[src/rtl/spi_cmd_pkg.sv]
package spi_cmd_pkg;
    typedef enum logic [1:0] {
        S_IDLE   = 2'd0,
        S_SHIFT  = 2'd1,
        S_DROP   = 2'd2,
        S_COMMIT = 2'd3
    } rx_state_t;
endpackage

[src/rtl/spi_pin_sync.sv]
module spi_pin_sync #(
    parameter int          N       = 3,
    parameter int          STAGES  = 2,
    parameter logic [N-1:0] RST_VAL = '0
) (
    input  logic         clk,
    input  logic         rst_n,
    input  logic [N-1:0] pin_in,
    output logic [N-1:0] pin_sync
);
    generate
        for (genvar g = 0; g < N; g++) begin : g_pin
            logic [STAGES-1:0] chain;
            always_ff @(posedge clk or negedge rst_n) begin
                if (!rst_n) chain <= {STAGES{RST_VAL[g]}};
                else        chain <= {chain[STAGES-2:0], pin_in[g]};
            end
            assign pin_sync[g] = chain[STAGES-1];
        end
    endgenerate
endmodule

[src/rtl/spi_word_framer.sv]
module spi_word_framer
    import spi_cmd_pkg::*;
#(
    parameter int WORD_W = 16
) (
    input  logic              clk,
    input  logic              rst_n,
    input  logic              sck_s,
    input  logic              cs_n_s,
    input  logic              mosi_s,
    output logic              word_valid,
    output logic [WORD_W-1:0] word
);
    localparam int CNT_W = $clog2(WORD_W + 1);
    localparam logic [CNT_W-1:0] FULL = CNT_W'(WORD_W);

    rx_state_t         state, next_state;
    logic              sck_q;
    logic              sck_rise;
    logic [CNT_W-1:0]  cnt;
    logic [WORD_W-1:0] shreg;

    assign sck_rise = sck_s & ~sck_q;

    // state register
    always_ff @(posedge clk or negedge rst_n) begin
        if (!rst_n) state <= S_IDLE;
        else        state <= next_state;
    end

    // next-state logic
    always_comb begin
        next_state = state;
        unique case (state)
            S_IDLE:   if (!cs_n_s) next_state = S_SHIFT;
            S_SHIFT: begin
                if (cs_n_s)                       next_state = (cnt == FULL) ? S_COMMIT : S_IDLE;
                else if (sck_rise && cnt == FULL) next_state = S_DROP;
            end
            S_DROP:   if (cs_n_s) next_state = S_IDLE;
            S_COMMIT: next_state = S_IDLE;
        endcase
    end

    // shift register and bit counter
    always_ff @(posedge clk or negedge rst_n) begin
        if (!rst_n) begin
            sck_q <= 1'b0;
            cnt   <= '0;
            shreg <= '0;
        end else begin
            sck_q <= sck_s;
            if (state == S_IDLE) begin
                cnt <= '0;
            end else if (state == S_SHIFT && !cs_n_s && sck_rise && cnt != FULL) begin
                shreg <= {shreg[WORD_W-2:0], mosi_s};
                cnt   <= cnt + 1'b1;
            end
        end
    end

    // outputs
    always_comb begin
        word_valid = (state == S_COMMIT);
        word       = shreg;
    end

    p_commit_full_r5: assert property (@(posedge clk) disable iff (!rst_n)
        (state == S_COMMIT) |-> (cnt == FULL));
    p_drop_no_commit_r6: assert property (@(posedge clk) disable iff (!rst_n)
        (state == S_DROP) |=> (state != S_COMMIT));
    p_commit_pulse_r9: assert property (@(posedge clk) disable iff (!rst_n)
        word_valid |=> !word_valid);
    p_commit_after_cs_r8: assert property (@(posedge clk) disable iff (!rst_n)
        word_valid |-> cs_n_s);
endmodule

[src/rtl/spi_cmd_dispatch.sv]
module spi_cmd_dispatch #(
    parameter int              OP_W     = 4,
    parameter int              DATA_W   = 12,
    parameter logic [OP_W-1:0] OP_CONF  = 4'h1,
    parameter logic [OP_W-1:0] OP_TRACE = 4'h2
) (
    input  logic              clk,
    input  logic              rst_n,
    input  logic              word_valid,
    input  logic [OP_W-1:0]   opcode,
    input  logic [DATA_W-1:0] payload,
    output logic [DATA_W-1:0] conf_word,
    output logic              trace_en
);
    always_ff @(posedge clk or negedge rst_n) begin
        if (!rst_n) begin
            conf_word <= '0;
            trace_en  <= 1'b0;
        end else if (word_valid) begin
            if (opcode == OP_CONF)  conf_word <= payload;
            if (opcode == OP_TRACE) trace_en  <= payload[0];
        end
    end

    p_conf_hold_r8: assert property (@(posedge clk) disable iff (!rst_n)
        !word_valid |=> $stable(conf_word) && $stable(trace_en));
    p_conf_write_r2: assert property (@(posedge clk) disable iff (!rst_n)
        (word_valid && opcode == OP_CONF) |=> (conf_word == $past(payload)) && $stable(trace_en));
    p_trace_write_r3: assert property (@(posedge clk) disable iff (!rst_n)
        (word_valid && opcode == OP_TRACE) |=> (trace_en == $past(payload[0])) && $stable(conf_word));
    p_unknown_r7: assert property (@(posedge clk) disable iff (!rst_n)
        (word_valid && opcode != OP_CONF && opcode != OP_TRACE) |=> $stable(conf_word) && $stable(trace_en));
endmodule

[src/rtl/spi_cmd_rx.sv]
module spi_cmd_rx #(
    parameter int OP_W        = 4,
    parameter int DATA_W      = 12,
    parameter int SYNC_STAGES = 2,
    parameter int OP_CONF     = 1,
    parameter int OP_TRACE    = 2
) (
    input  logic              clk,
    input  logic              rst_n,
    input  logic              spi_sck,
    input  logic              spi_cs_n,
    input  logic              spi_mosi,
    output logic [DATA_W-1:0] conf_word,
    output logic              trace_en
);
    localparam int WORD_W = OP_W + DATA_W;

    logic [2:0]        pins_s;
    logic              word_valid;
    logic [WORD_W-1:0] word;

    spi_pin_sync #(.N(3), .STAGES(SYNC_STAGES), .RST_VAL(3'b010)) u_sync (
        .clk      (clk),
        .rst_n    (rst_n),
        .pin_in   ({spi_mosi, spi_cs_n, spi_sck}),
        .pin_sync (pins_s)
    );

    spi_word_framer #(.WORD_W(WORD_W)) u_framer (
        .clk        (clk),
        .rst_n      (rst_n),
        .sck_s      (pins_s[0]),
        .cs_n_s     (pins_s[1]),
        .mosi_s     (pins_s[2]),
        .word_valid (word_valid),
        .word       (word)
    );

    spi_cmd_dispatch #(
        .OP_W     (OP_W),
        .DATA_W   (DATA_W),
        .OP_CONF  (OP_W'(OP_CONF)),
        .OP_TRACE (OP_W'(OP_TRACE))
    ) u_disp (
        .clk        (clk),
        .rst_n      (rst_n),
        .word_valid (word_valid),
        .opcode     (word[WORD_W-1 -: OP_W]),
        .payload    (word[DATA_W-1:0]),
        .conf_word  (conf_word),
        .trace_en   (trace_en)
    );
endmodule

[config.mk]
export PLATFORM = sky130hd
export DESIGN_NAME = spi_cmd_rx
export DESIGN_NICKNAME = d
export VERILOG_FILES = /design/src/rtl/spi_cmd_pkg.sv /design/src/rtl/spi_pin_sync.sv /design/src/rtl/spi_word_framer.sv /design/src/rtl/spi_cmd_dispatch.sv /design/src/rtl/spi_cmd_rx.sv
export SDC_FILE = /design/constraint.sdc
export NUM_CORES = 1
export LEC_CHECK = 0
export BUFFER_PORTS_ARGS = -buffer_cell sky130_fd_sc_hd__clkbuf_2
export CAP_MARGIN = 10
export CORE_ASPECT_RATIO = 0.8
export CORE_UTILIZATION = 62
export DETAILED_ROUTE_END_ITERATION = 10
export GPL_TIMING_DRIVEN = 0
export PLACE_DENSITY_LB_ADDON = 0.1
export RECOVER_POWER = 50
export SLEW_MARGIN = 40
export SYNTH_ARGS = -nofsm -noshare
export SYNTH_HDL_FRONTEND = slang
export SYNTH_HIERARCHICAL = 1
export SYNTH_SLANG_ARGS = --single-unit
export TNS_END_PERCENT = 1
[constraint.sdc]
create_clock -name clk -period 3.9 [get_ports clk]
set_clock_uncertainty 0.2 [all_clocks]
set_input_delay 0.195 -clock clk [delete_from_list [all_inputs] [get_ports clk]]
set_output_delay 0.195 -clock clk [all_outputs]
set_load 0.005 [all_outputs]
==> After elaboration in Yosys (flattened, before gate mapping) <==
Index checks and enable logic that the tools add are counted.
{ "word_totals": {"regBits": 43, "out_inout_bits": 13, "word_cells": 42} }
{ "classes": {"add_sub_neg": 1, "bitwise": 3, "mux": 8, "reduce_logical": 11, "eq_ne": 10} }
{ "op_table": {"columns": ["cell", "n"], "rows": [
  ["2-to-1 mux 2 bit", 5],
  ["2-to-1 mux 5 bit", 2],
  ["one-hot mux 2 bit (4 select lines)", 1],
  ["AND reduction 2 bit", 3],
  ["adder 5 x 1 -> 5 bit (second input constant)", 1],
  ["== test 5 bit (second input constant)", 1],
  ["inequality test 5 bit (second input constant)", 1],
  ["== test 2 bit (second input constant)", 2],
  ["== test 4 x 1 -> 1 bit (second input constant)", 1],
  ["== test 4 x 2 -> 1 bit (second input constant)", 1],
  ["logical AND 1 bit", 4],
  ["inequality test 2 bit (second input constant)", 2],
  ["inequality test 3 x 2 -> 1 bit (second input constant)", 1],
  ["AND reduction 3 bit", 1],
  ["== test 2 x 1 -> 1 bit (second input constant)", 1],
  ["logical NOT 2 bit", 1],
  ["inverter 1 bit", 2],
  ["nonzero test 2 bit", 1],
  ["AND 1 bit", 1],
  ["logical NOT 1 bit", 1]
]} }

==> Longest topological paths before layout <==
{ "depth": {"ltp_word": 6, "ltp_mapped": 7, "ltp_nobuf": 5} }

==> Cells and area by module <==
Netlist, hierarchy kept.
{ "modules_own_cells": {"columns": ["module", "seq_area_each_um2", "cells_each", "instances", "area_per_inst_um2"], "rows": [
  ["spi_word_framer", 600.6, 82, 1, 1141.1],
  ["spi_cmd_dispatch", 325.3, 30, 1, 551.8],
  ["spi_pin_sync", 152.6, 9, 1, 175.2]
]} }

==> Worst setup path after synthesis <==
Ideal clock, no wire load.
{ "synth_timing": {"kind": "flip-flop to flip-flop", "start": "register u_framer.cnt[0]", "end": "register u_framer.shreg[15] (netlist: u_framer/word[15])", "n_path_buf": 2, "path_slack_ns": 1.859, "stages_incl_launch_ff": 8, "required_ns": 3.575, "t_arrival_ns": 1.716, "synth_period_minus_slack_ns": 2.041, "setup_ns": 0.125, "path_cell_list": "dfrtp_1 > inv_1 > ha_1 > nor4bb_1 > buf_6 > nor3_4 > buf_12 > mux2_4"} }
{ "synth_via": {"elab_chain_cells": 3} }
{ "synth_lines": {"columns": ["element", "line", "rtl"], "rows": [
  ["from (decl)", "spi_word_framer.sv:20", "logic [CNT_W-1:0] cnt;"],
  ["from (signal assigned)", "spi_word_framer.sv:57", "cnt <= cnt + 1'b1;"],
  ["inequality test 5 bit", "spi_word_framer.sv:55", "end else if (state == S_SHIFT && !cs_n_s && sck_rise && cnt != FULL) begin"],
  ["logical AND 1 bit", "spi_word_framer.sv:55", null],
  ["AND reduction 2 bit (no line)", null, null],
  ["to (signal assigned)", "spi_word_framer.sv:56", "shreg <= {shreg[WORD_W-2:0], mosi_s};"],
  ["to (decl)", "spi_word_framer.sv:21", "logic [WORD_W-1:0] shreg;"]
]} }
Every way passes these cells.
A chain may end at the register's enable or synchronous reset.

==> metrics.yaml <==
logic_synthesis:
  synthSimpleGateAreaFrac_pct: 9.243
  synth_cell_type_count: 36
  synth-seq-cells: 43
  yosysSeqAreaShare_pct: 57.74
  syn_inst: 121
  synth_area_per_cell_sq_um: 15.44
  synthMuxAreaShare_pct: 21.30
  synth_top_family_by_area: "multiplexers"
  synthAdderAreaFrac_pct: 1.340
  syn-num-nets: 128
  ys_warn_count: 6
  synth-xor-area-share_pct: 0
  synth_area_sq_mm: 0.001868
  synth_compound_area_share_pct: 5.894
grt:
  grt_start_max_net_pins: 44
  grt_usage_pct: 23.63
  grt_overflow: 0
  grt_pass1_vias: 1159
  grt_pass1_wl_um: 5471
  antenna_found_initial: 0
power:
  pwr_density_cell_mw_per_mm2: 420.2
  p_leak_nw: 1.075
  ir_drop_uv: 307.1
  p_total_mw: 0.9049
setup_path:
  ff2ff_path_depth: 7
  crit_path_start: "rst_n"
  start_kind: "primary input"
  critPathBufInv: 2
  cp.depth: 2
  setup.worst_path.end: "u_disp/conf_word[1]"
  reg2reg_to: "u_framer/word[1]"
  rrSetupSlack_ns: 1.60
  cp.required_ns: 3.66
  crit_arrival_ns: 2.29
  crit_path_end_kind: "asynchronous set/reset pin"
  timing.rr.start: "u_framer/cnt[0]"
  path_class: "in2async"
  slowest_stage: "clkbuf_1"
  critPathMaxStageDelay_ns: 1.56
  worst-path-max-fanout: 43
  critPathTopFamily: "buffers and inverters"
  crit_path_cell_trace: "dlygate4sd3_1 > clkbuf_1"
route:
  drc: 0
  wl_per_cell_um: 17.15
  routed_wl_um: 3225
  drt_iter0_drc: 82
  detail-route-antenna-nets: 0
  vias: 1079
  drt_pass1_iterations: 4
  viasPerCell: 5.739
die:
  die_x_um: 63.37
  start_util_pct: 66.53
  die_height_um: 51.10
  rows: 17
  core_sq_mm: 0.002808
  die-area_sq_mm: 0.003238
  io_pins: 18
clock_tree:
  htreeDepth: 2
  cts_tree: "done"
  clk_pin_slew_ns: 0.08
  clkSinkCount: 43
  cts_made_buffers: 5
  cts_root_buffer: "clkbuf_8"
  cts_buffer_depth: 2
  clock_latency_ns: 0.29
finish:
  finish.utilization_pct: 76.69
  drive_gt1_share_pct: 44.67
  area_growth_syn_to_layout_pct: 15.27
  final_area_sq_mm: 0.002153
  antenna-diode-count: 0
  fill_cells: 184
  nNetsFinal: 156
placement:
  numPortBuffers: 17
  place_congestion: 0.8263
  postPlaceCellArea_sq_mm: 0.002003
  dp_hpwl_um: 2172
sta:
  whs_ns: 0.1591
  period_share_pct: 64.96
  rsz0062_at_grt: "no"
  worstMarginPinSlew_ns: 2.184
  final_hold_viol_count: 0
  max_slew_margin_pct: -45.61
  max_freq_mhz: 394.7
  setup_tns_ns: 0
  drv_slew: 44
  period_needed_ns: 2.534
  finalSetupViolations: 0
worst_hold_path:
  hp-class: "reg2reg"
  hold_start: "u_sync/g_pin[1].chain[0]"
status:
  violations: "capacitance limit, slew limit"
  status: "finished with violations"
job:
  cap_violations: 1
Yosys cell counts:
cell type,count,area [sq um]
dfrtp_1,41,1026
mux2_4,19,285.3
mux2_2,9,101.4
nand2_1,6,22.52
inv_1,4,15.01
buf_4,3,22.52
o211ai_1,3,22.52
a211o_1,2,17.52
a31oi_1,2,12.51
buf_6,2,22.52
dfstp_2,2,52.55
ha_1,2,25.02
nor2b_1,2,12.51
nor4_1,2,12.51
a21boi_0,1,7.510
a21oi_1,1,5.000
a221o_2,1,11.26
a311oi_1,1,8.760
and2_1,1,6.260
and4bb_2,1,12.51
buf_12,1,20.02
clkbuf_1,1,3.750
mux2_1,1,11.26
nand2b_1,1,6.260
nand3b_1,1,7.510
nand3b_2,1,11.26
nor3_4,1,16.27
nor3b_1,1,7.510
nor3b_2,1,12.51
nor4bb_1,1,10.01
o2111ai_1,1,8.760
o221ai_1,1,8.760
o31ai_1,1,7.510
or3_4,1,11.26
or3b_4,1,11.26
or4bb_2,1,12.51
power by group:
part / switching (mW) / internal [mW] / leakage [nW]
Combinational: 0.0233 / 0.0375 / 0.441
Clock: 0.145 / 0.207 / 0.0612
Sequential: 0.0207 / 0.471 / 0.573
flip-flops by register name (all words and copies together) (netlist names):
register and count:
u_sync/g_pin.chain 6, u_framer/state 2, u_framer/sck_q 1, u_disp/trace_en 1, u_disp/conf_word 12, u_framer/word 16
u_framer/cnt 5
placed cells by master, fill, tap and decap left out, types with 3 or more instances in the layout:
cell	count
mux2_2	9
clkbuf_8	6
dfrtp_1	41
clkbuf_2	16
inv_1	4
dlygate4sd3_1	4
nand2_1	6
clkbuf_1	3
o211ai_1	3
mux2_4	19
cell families after synthesis:
kind of cell / after synthesis
buffers and inverters: 11
DFF: 43
muxes: 29
adders and majority gates: 2
AOI/OAI and AO/OA: 14
and+or+nand+nor: 22
worst reg2reg max path, stage by stage, from the launching register on:
cell,delay [ns]
dfrtp_1,0.47
inv_1,0.07
ha_1,0.20
nor4bb_1,0.15
buf_6,0.15
nor3_4,0.44
buf_12,0.21
mux2_4,0.30
how the worst min path moves through the flow:
stage,end,slack [ns],cells past startpoint
6_report,u_sync/g_pin[1].chain[1],0.16,0
5_1_grt,u_sync/g_pin[1].chain[1],0.16,0
4_1_cts,u_sync/g_pin[1].chain[1],0.16,0
3_5_place_dp,u_framer/word[6],0.05,1
3_3_place_gp,u_sync/g_pin[1].chain[0],0.08,1
2_1_floorplan,u_disp/conf_word[0],-0.30,0
metal layers:
| metal | GRT usage [%] | wire [um] | up-vias |
|---|---|---|---|
| li1 | - | - | 491 |
| met1 | 30.71 | 1445 | 547 |
| met2 | 37.94 | 1602 | 34 |
| met3 | 8.705 | 154 | 7 |
| met4 | 5.682 | 23 | 0 |
| met5 | 0 | 0 | - |
repair_timing:
item                      4_1_cts  5_1_grt
resized for setup               0        0
hold buffers                    4        0
setup buffers                   0        0
hold endpoints to repair       44        0
layout make-up:
type | instances | area [sq um] | area share (%)
Sequential cell | 43 | 1079 | 50.09
Multi-Input combinational cell | 67 | 705.7 | 32.77
Timing Repair Buffer | 21 | 123.9 | 5.752
Clock buffer | 6 | 82.58 | 3.835
Buffer | 7 | 65.06 | 3.021
Tap cell | 38 | 47.55 | 2.208
Clock inverter | 2 | 35.03 | 1.627
Inverter | 4 | 15.01 | 0.6973
per-stage QoR:
| step | cells | worst slack (ns) |
|---|---|---|
| after floorplan | 121 | 1.859 |
| after global placement | 176 | 1.689 |
| after detailed placement | 176 | 1.649 |
| after CTS | 188 | 1.620 |
| after global routing | 188 | 0.8241 |
| final | 188 | 1.366 |
(Power assumes the default switching activity.)
